## src/rtl/tdl3_pkg.sv

```systemverilog
package tdl3_pkg;

    // ceil(n/3): number of three-input adders that a level of n operands needs
    function automatic int div3_ceil(input int n);
        return (n + 2) / 3;
    endfunction

    // number of adder levels needed to reduce n operands to one
    function automatic int tree_levels(input int n);
        int c;
        int l;
        c = n;
        l = 0;
        while (c > 1) begin
            c = div3_ceil(c);
            l++;
        end
        return l;
    endfunction

    // operand count entering adder level lvl
    function automatic int level_count(input int n, input int lvl);
        int c;
        c = n;
        for (int i = 0; i < lvl; i++) c = div3_ceil(c);
        return c;
    endfunction

endpackage

```

## src/rtl/tdl3_tap_chain.sv

```systemverilog
module tdl3_tap_chain #(
    parameter int SAMPLE_W = 17,
    parameter int NUM_TAPS = 8,
    localparam int HIST    = NUM_TAPS - 1
) (
    input  logic                       clk,
    input  logic                       rst_n,
    input  logic                       clear,
    input  logic                       shift_en,
    input  logic [SAMPLE_W-1:0]        sample_in,
    output logic [HIST*SAMPLE_W-1:0]   hist_flat
);

    typedef struct packed {
        logic [HIST-1:0][SAMPLE_W-1:0] hist;
    } chain_t;

    chain_t st_d, st_q;

    always_comb begin
        st_d = st_q;
        if (clear) begin
            st_d = '0;
        end else if (shift_en) begin
            for (int i = HIST - 1; i > 0; i--) begin
                st_d.hist[i] = st_q.hist[i-1];
            end
            st_d.hist[0] = sample_in;
        end
    end

    always_ff @(posedge clk or negedge rst_n) begin
        if (!rst_n) st_q <= '0;
        else        st_q <= st_d;
    end

    assign hist_flat = st_q.hist;

endmodule

```

## src/rtl/tdl3_mult_bank.sv

```systemverilog
module tdl3_mult_bank #(
    parameter int SAMPLE_W = 17,
    parameter int NUM_TAPS = 8,
    parameter int COEF_W   = 12,
    parameter logic [NUM_TAPS*COEF_W-1:0] COEFS = '0,
    localparam int HIST    = NUM_TAPS - 1,
    localparam int PROD_W  = SAMPLE_W + COEF_W
) (
    input  logic                          clk,
    input  logic                          rst_n,
    input  logic                          clear,
    input  logic                          accept,
    input  logic [SAMPLE_W-1:0]           in_sample,
    input  logic [HIST*SAMPLE_W-1:0]      hist_flat,
    output logic                          prod_vld,
    output logic [NUM_TAPS*PROD_W-1:0]    prod_flat
);

    typedef struct packed {
        logic                              vld;
        logic [NUM_TAPS-1:0][PROD_W-1:0]   prods;
    } mult_t;

    mult_t st_d, st_q;

    // window of taps seen by the sample being accepted: new sample at tap 0
    logic [NUM_TAPS-1:0][SAMPLE_W-1:0] window;
    logic [NUM_TAPS-1:0][PROD_W-1:0]   prod_w;

    assign window[0] = in_sample;

    for (genvar t = 0; t < NUM_TAPS; t++) begin : g_tap
        logic signed [SAMPLE_W-1:0] smp;
        logic signed [COEF_W-1:0]   cof;
        if (t > 0) begin : g_old
            assign window[t] = hist_flat[(t-1)*SAMPLE_W +: SAMPLE_W];
        end
        assign smp       = window[t];
        assign cof       = COEFS[t*COEF_W +: COEF_W];
        assign prod_w[t] = PROD_W'(smp) * PROD_W'(cof);
    end

    always_comb begin
        st_d     = st_q;
        st_d.vld = 1'b0;
        if (clear) begin
            st_d = '0;
        end else if (accept) begin
            st_d.vld   = 1'b1;
            st_d.prods = prod_w;
        end
    end

    always_ff @(posedge clk or negedge rst_n) begin
        if (!rst_n) st_q <= '0;
        else        st_q <= st_d;
    end

    assign prod_vld  = st_q.vld;
    assign prod_flat = st_q.prods;

endmodule

```

## src/rtl/tdl3_add3_level.sv

```systemverilog
module tdl3_add3_level
    import tdl3_pkg::*;
#(
    parameter int IN_CNT  = 8,
    parameter int IN_W    = 29,
    localparam int OUT_CNT = div3_ceil(IN_CNT),
    localparam int PAD_CNT = 3 * OUT_CNT,
    localparam int OUT_W   = IN_W + 2
) (
    input  logic                        clk,
    input  logic                        rst_n,
    input  logic                        clear,
    input  logic                        in_vld,
    input  logic [IN_CNT*IN_W-1:0]      in_flat,
    output logic                        out_vld,
    output logic [OUT_CNT*OUT_W-1:0]    out_flat
);

    typedef struct packed {
        logic                              vld;
        logic [OUT_CNT-1:0][OUT_W-1:0]     sums;
    } level_t;

    level_t st_d, st_q;

    // operands sign-extended by two guard bits, zero beyond IN_CNT
    logic [PAD_CNT-1:0][OUT_W-1:0] opnd;

    for (genvar k = 0; k < PAD_CNT; k++) begin : g_pad
        if (k < IN_CNT) begin : g_live
            logic [IN_W-1:0] raw;
            assign raw     = in_flat[k*IN_W +: IN_W];
            assign opnd[k] = {{2{raw[IN_W-1]}}, raw};
        end else begin : g_zero
            assign opnd[k] = '0;
        end
    end

    always_comb begin
        st_d     = st_q;
        st_d.vld = 1'b0;
        if (clear) begin
            st_d = '0;
        end else if (in_vld) begin
            st_d.vld = 1'b1;
            for (int j = 0; j < OUT_CNT; j++) begin
                st_d.sums[j] = opnd[3*j] + opnd[3*j+1] + opnd[3*j+2];
            end
        end
    end

    always_ff @(posedge clk or negedge rst_n) begin
        if (!rst_n) st_q <= '0;
        else        st_q <= st_d;
    end

    assign out_vld  = st_q.vld;
    assign out_flat = st_q.sums;

endmodule

```

## src/rtl/tdl_add3_fir.sv

```systemverilog
module tdl_add3_fir
    import tdl3_pkg::*;
#(
    parameter int SAMPLE_W = 17,
    parameter int NUM_TAPS = 8,
    parameter int COEF_W   = 12,
    // tap i coefficient sits at bits [i*COEF_W +: COEF_W]
    parameter logic [NUM_TAPS*COEF_W-1:0] COEFS = {
        12'h005, 12'hFFF, 12'h064, 12'h800,
        12'h7FF, 12'h040, 12'hFEF, 12'h003},
    localparam int LEVELS  = tree_levels(NUM_TAPS),
    localparam int PROD_W  = SAMPLE_W + COEF_W,
    localparam int OUT_W   = PROD_W + 2 * LEVELS
) (
    input  logic                 clk,
    input  logic                 rst_n,
    input  logic                 clear,
    input  logic                 in_valid,
    input  logic [SAMPLE_W-1:0]  in_sample,
    output logic                 out_valid,
    output logic [OUT_W-1:0]     out_result
);

    localparam int HIST = NUM_TAPS - 1;
    localparam int LAT  = 1 + LEVELS;

    logic                          accept;
    logic [HIST*SAMPLE_W-1:0]      hist_flat;
    logic                          prod_vld;
    logic [NUM_TAPS*PROD_W-1:0]    prod_flat;

    assign accept = in_valid && !clear;

    tdl3_tap_chain #(
        .SAMPLE_W (SAMPLE_W),
        .NUM_TAPS (NUM_TAPS)
    ) u_chain (
        .clk       (clk),
        .rst_n     (rst_n),
        .clear     (clear),
        .shift_en  (accept),
        .sample_in (in_sample),
        .hist_flat (hist_flat)
    );

    tdl3_mult_bank #(
        .SAMPLE_W (SAMPLE_W),
        .NUM_TAPS (NUM_TAPS),
        .COEF_W   (COEF_W),
        .COEFS    (COEFS)
    ) u_mult (
        .clk       (clk),
        .rst_n     (rst_n),
        .clear     (clear),
        .accept    (accept),
        .in_sample (in_sample),
        .hist_flat (hist_flat),
        .prod_vld  (prod_vld),
        .prod_flat (prod_flat)
    );

    for (genvar l = 0; l < LEVELS; l++) begin : g_lvl
        localparam int IN_CNT = level_count(NUM_TAPS, l);
        localparam int IN_W   = PROD_W + 2 * l;
        localparam int O_CNT  = div3_ceil(IN_CNT);
        localparam int O_W    = IN_W + 2;

        logic [IN_CNT*IN_W-1:0] stage_in;
        logic                   stage_in_vld;
        logic [O_CNT*O_W-1:0]   stage_out;
        logic                   stage_out_vld;

        if (l == 0) begin : g_first
            assign stage_in     = prod_flat;
            assign stage_in_vld = prod_vld;
        end else begin : g_next
            assign stage_in     = g_lvl[l-1].stage_out;
            assign stage_in_vld = g_lvl[l-1].stage_out_vld;
        end

        tdl3_add3_level #(
            .IN_CNT (IN_CNT),
            .IN_W   (IN_W)
        ) u_level (
            .clk      (clk),
            .rst_n    (rst_n),
            .clear    (clear),
            .in_vld   (stage_in_vld),
            .in_flat  (stage_in),
            .out_vld  (stage_out_vld),
            .out_flat (stage_out)
        );
    end

    assign out_valid  = g_lvl[LEVELS-1].stage_out_vld;
    assign out_result = g_lvl[LEVELS-1].stage_out;

endmodule

```

## config.mk

```make
export PLATFORM = sky130hd
export DESIGN_NAME = tdl_add3_fir
export DESIGN_NICKNAME = d
export VERILOG_FILES = /design/src/rtl/tdl3_pkg.sv /design/src/rtl/tdl3_tap_chain.sv /design/src/rtl/tdl3_mult_bank.sv /design/src/rtl/tdl3_add3_level.sv /design/src/rtl/tdl_add3_fir.sv
export SDC_FILE = /design/constraint.sdc
export NUM_CORES = 2
export LEC_CHECK = 0
export ABC_AREA = 1
export BUFFER_PORTS_ARGS = -buffer_cell sky130_fd_sc_hd__buf_2
export CAP_MARGIN = 20
export CORE_UTILIZATION = 50
export DETAILED_ROUTE_END_ITERATION = 7
export PLACE_DENSITY = 0.68
export SLEW_MARGIN = 25
export SYNTH_ARGS = -nofsm -noshare
export SYNTH_HDL_FRONTEND = slang
export SYNTH_SLANG_ARGS = --single-unit
```

## constraint.sdc

```tcl
create_clock -name clk -period 6 [get_ports clk]
set_input_delay 1.2 -clock clk [delete_from_list [all_inputs] [get_ports clk]]
set_output_delay 1.2 -clock clk [all_outputs]
set_load 0.05 [all_outputs]
```

==> flow_summary.json <==
{
  "die_y_microns": 276,
  "setup.worst_path.end_class": "flip-flop",
  "powerDensity_nw_per_um2": 218,
  "clock_sinks": 427,
  "place_area_sq_um": 38800,
  "p_leak_nw": 21.6,
  "rsz0062_at_grt": "false",
  "required_ns": 6.49,
  "postCtsSetupBuffers": 0,
  "ir_drop_mv": 0.243,
  "outcome": "complete, no violations",
  "p_total_mw": 8.85,
  "critPathMaxFanout": 7,
  "cts-root-buf": "clkbuf_16",
  "post-route-cell-area_sq_um": 40600,
  "antenna_found_initial": 1,
  "finalSetupViolations": 0,
  "antenna_left": 0,
  "crit_type": "reg -> reg",
  "drc": 0,
  "p_comb_frac": 0.276,
  "grt_usage": 0.270,
  "dieWidth_microns": 276,
  "firstDrtPassIters": 5,
  "cp-start-kind": "flip-flop",
  "max_cap_violations": 0,
  "final_cell_mix": "nand2_1, inv_1, ha_1",
  "worst_slew_pin_slew_ns": 1.01,
  "area_growth_pct": 8.26,
  "fin_crit_ns": 5.09,
  "die-area_sq_um": 76100,
  "finalHoldViolations": 0,
  "syn_area_sq_um": 37500,
  "num_vias": 32150,
  "relSlewSlack": 0.325,
  "gp_congestion": 1.00,
  "async_flop_share": 1.00,
  "synth-seq-area-share": 0.285,
  "cts_resized": 0,
  "wl_per_cell_microns": 17.2,
  "rows": 100,
  "grt_start_max_net_pins": 148,
  "fin_tns_setup_ns": 0,
  "portBuffers": 54,
  "core_area_sq_um": 74300,
  "pwr-share-clk": 0.371,
  "cts_hold_buffers": 0,
  "first_iter_violations": 1905,
  "final_layout_size_suffix_gt1_frac": 0.0579,
  "finalCritPeriodShare": 0.849,
  "synth_edf_count": 0,
  "ys_warn_count": 0,
  "clk_latency_ns": 0.62,
  "finalNetCount": 5505,
  "cts-htree-levels": 2,
  "place_hpwl_mm": 80.9,
  "grt_pass1_wl_mm": 164,
  "max_freq_ghz": 0.196,
  "min_path_type": "reg -> reg",
  "final_common_cell": "nand2_1",
  "cp.arrival_ns": 5.58,
  "numCtsBuffers": 51,
  "drv_slew": 0,
  "sw_frac_of_total": 0.346,
  "busiest_layer": "met2",
  "grt_pass1_vias": 31554,
  "num_antenna_cells": 0,
  "syn_area_per_cell_sq_um": 7.76,
  "intPower_mw": 5.78,
  "ys_ff_latch": 427,
  "power_switching_mw": 3.06,
  "fill_cells": 7103,
  "cts_tree": "yes",
  "skew_ns": 0.0221,
  "overflow": 0,
  "grtUsageMet3": 0.0280,
  "wirelength_mm": 101,
  "clkTransAtPathRegs_ns": 0.06,
  "ios": 55,
  "use_met2": 0.455,
  "routed_via_density": 5.47,
  "ys.flop_type": "dfrtp_1",
  "synth_cells": 4836,
  "seq_power_share": 0.354,
  "synth_cell_types": 66,
  "start_util": 0.505,
  "grt_use_met1": 0.363,
  "clk_path_buf_depth": 3
}
power groups by stage:
stage               combinational, mW  clock, mW  sequential, mW
global route                     2.79       3.46            3.14
global placement                 2.39          0            3.17
finish                           2.44       3.28            3.13
detailed placement               2.41          0            3.18
CTS                              2.43       3.35            3.13
floorplan                        1.80          0            3.15
per-layer routing:
metal  wire length [microns]  vias up  part of all wire
met5                       0        -                 0
li1                        -    16174                 -
met1                   46700    15171              0.46
met2                   47200      653              0.47
met4                    3190        0             0.032
met3                    4000      152             0.040
cell families (layout without fill, tap and decap cells):
family / count (synthesis) / count (layout) / share of synthesized area
XOR/XNOR: 120 / 120 / 0.0280
AO/OA/AOI/OAI: 1084 / 1084 / 0.167
adder cells (fa/ha/maj): 618 / 618 / 0.240
buffers and inverters: 775 / 844 / 0.0781
flip-flops: 427 / 427 / 0.285
AND/OR/NAND/NOR: 1811 / 1811 / 0.201
other: 1 / 2 / 0.000100
registers in the layout (all words and copies together) (netlist names):
name / cells
u_mult.prod_flat: 180
g_lvl.u_level.out_flat: 125
u_chain.hist_flat: 119
g_lvl.u_level.out_vld: 2
u_mult.prod_vld: 1
synthesized netlist by cell type (33+ instances only):
cell	count	area (sq um)
o21ai_0	345	1730
o22ai_1	93	582
a21oi_1	367	1840
clkbuf_1	72	270
dfrtp_1	427	10700
nor3_1	50	250
nor2_1	312	1170
nand3_1	183	916
o21ai_1	45	225
nand2_1	1129	4240
inv_1	669	2510
ha_1	447	5590
fa_1	171	3420
nand4_1	33	206
xnor2_1	37	324
xor2_1	83	727
stage by stage:
stage | setup slack (ns) | util | hold WS [ns] | instances
floorplan | 0.943 | - | 0.453 | 4837
global placement | 0.969 | 0.523 | 0.459 | 5782
detailed placement | 0.903 | 0.523 | 0.461 | 5782
CTS | 0.892 | 0.546 | 0.478 | 5875
global route | 0.456 | 0.546 | 0.507 | 5875
finish | 0.908 | 0.546 | 0.473 | 5875
cell type report:
| type | count | area [sq um] | area share |
|---|---|---|---|
| multi-input cells | 3635 | 23900 | 0.589 |
| flip-flops and latches | 427 | 10700 | 0.263 |
| inverters | 679 | 2550 | 0.0629 |
| clock buffers | 65 | 1450 | 0.0357 |
| well taps | 969 | 1210 | 0.0299 |
| repair buffers | 72 | 457 | 0.0112 |
| clock inverters | 28 | 318 | 0.00783 |
critical path, stage by stage, from the launching register on:
cell	delay, ns
dfrtp_1	0.49
inv_1	0.15
ha_1	0.35
xor2_1	0.35
inv_1	0.12
fa_1	0.57
fa_1	0.44
fa_1	0.55
inv_1	0.06
fa_1	0.53
inv_1	0.04
ha_1	0.35
nand2_1	0.11
nor2_1	0.14
inv_1	0.08
nor2_1	0.14
nand4_1	0.10
nand4_1	0.15
a21oi_1	0.07
o21ai_0	0.12
nand2_1	0.07
path summary, 6_finish.rpt:
check,from,to,slack [ns],cells past startpoint
min,g_lvl[1].u_level.out_flat[25],g_lvl[1].u_level.out_flat[25],0.47,2
max,u_chain.hist_flat[49],u_mult.prod_flat[111],0.91,20
min in group asynchronous,rst_n,u_chain.hist_flat[115],0.57,1
max in group asynchronous,rst_n,u_chain.hist_flat[12],4.09,2
min reg2reg,g_lvl[1].u_level.out_flat[25],g_lvl[1].u_level.out_flat[25],0.47,2
max reg2reg,u_chain.hist_flat[49],u_mult.prod_flat[111],0.91,20
Power figures use the tool's default switching activity.
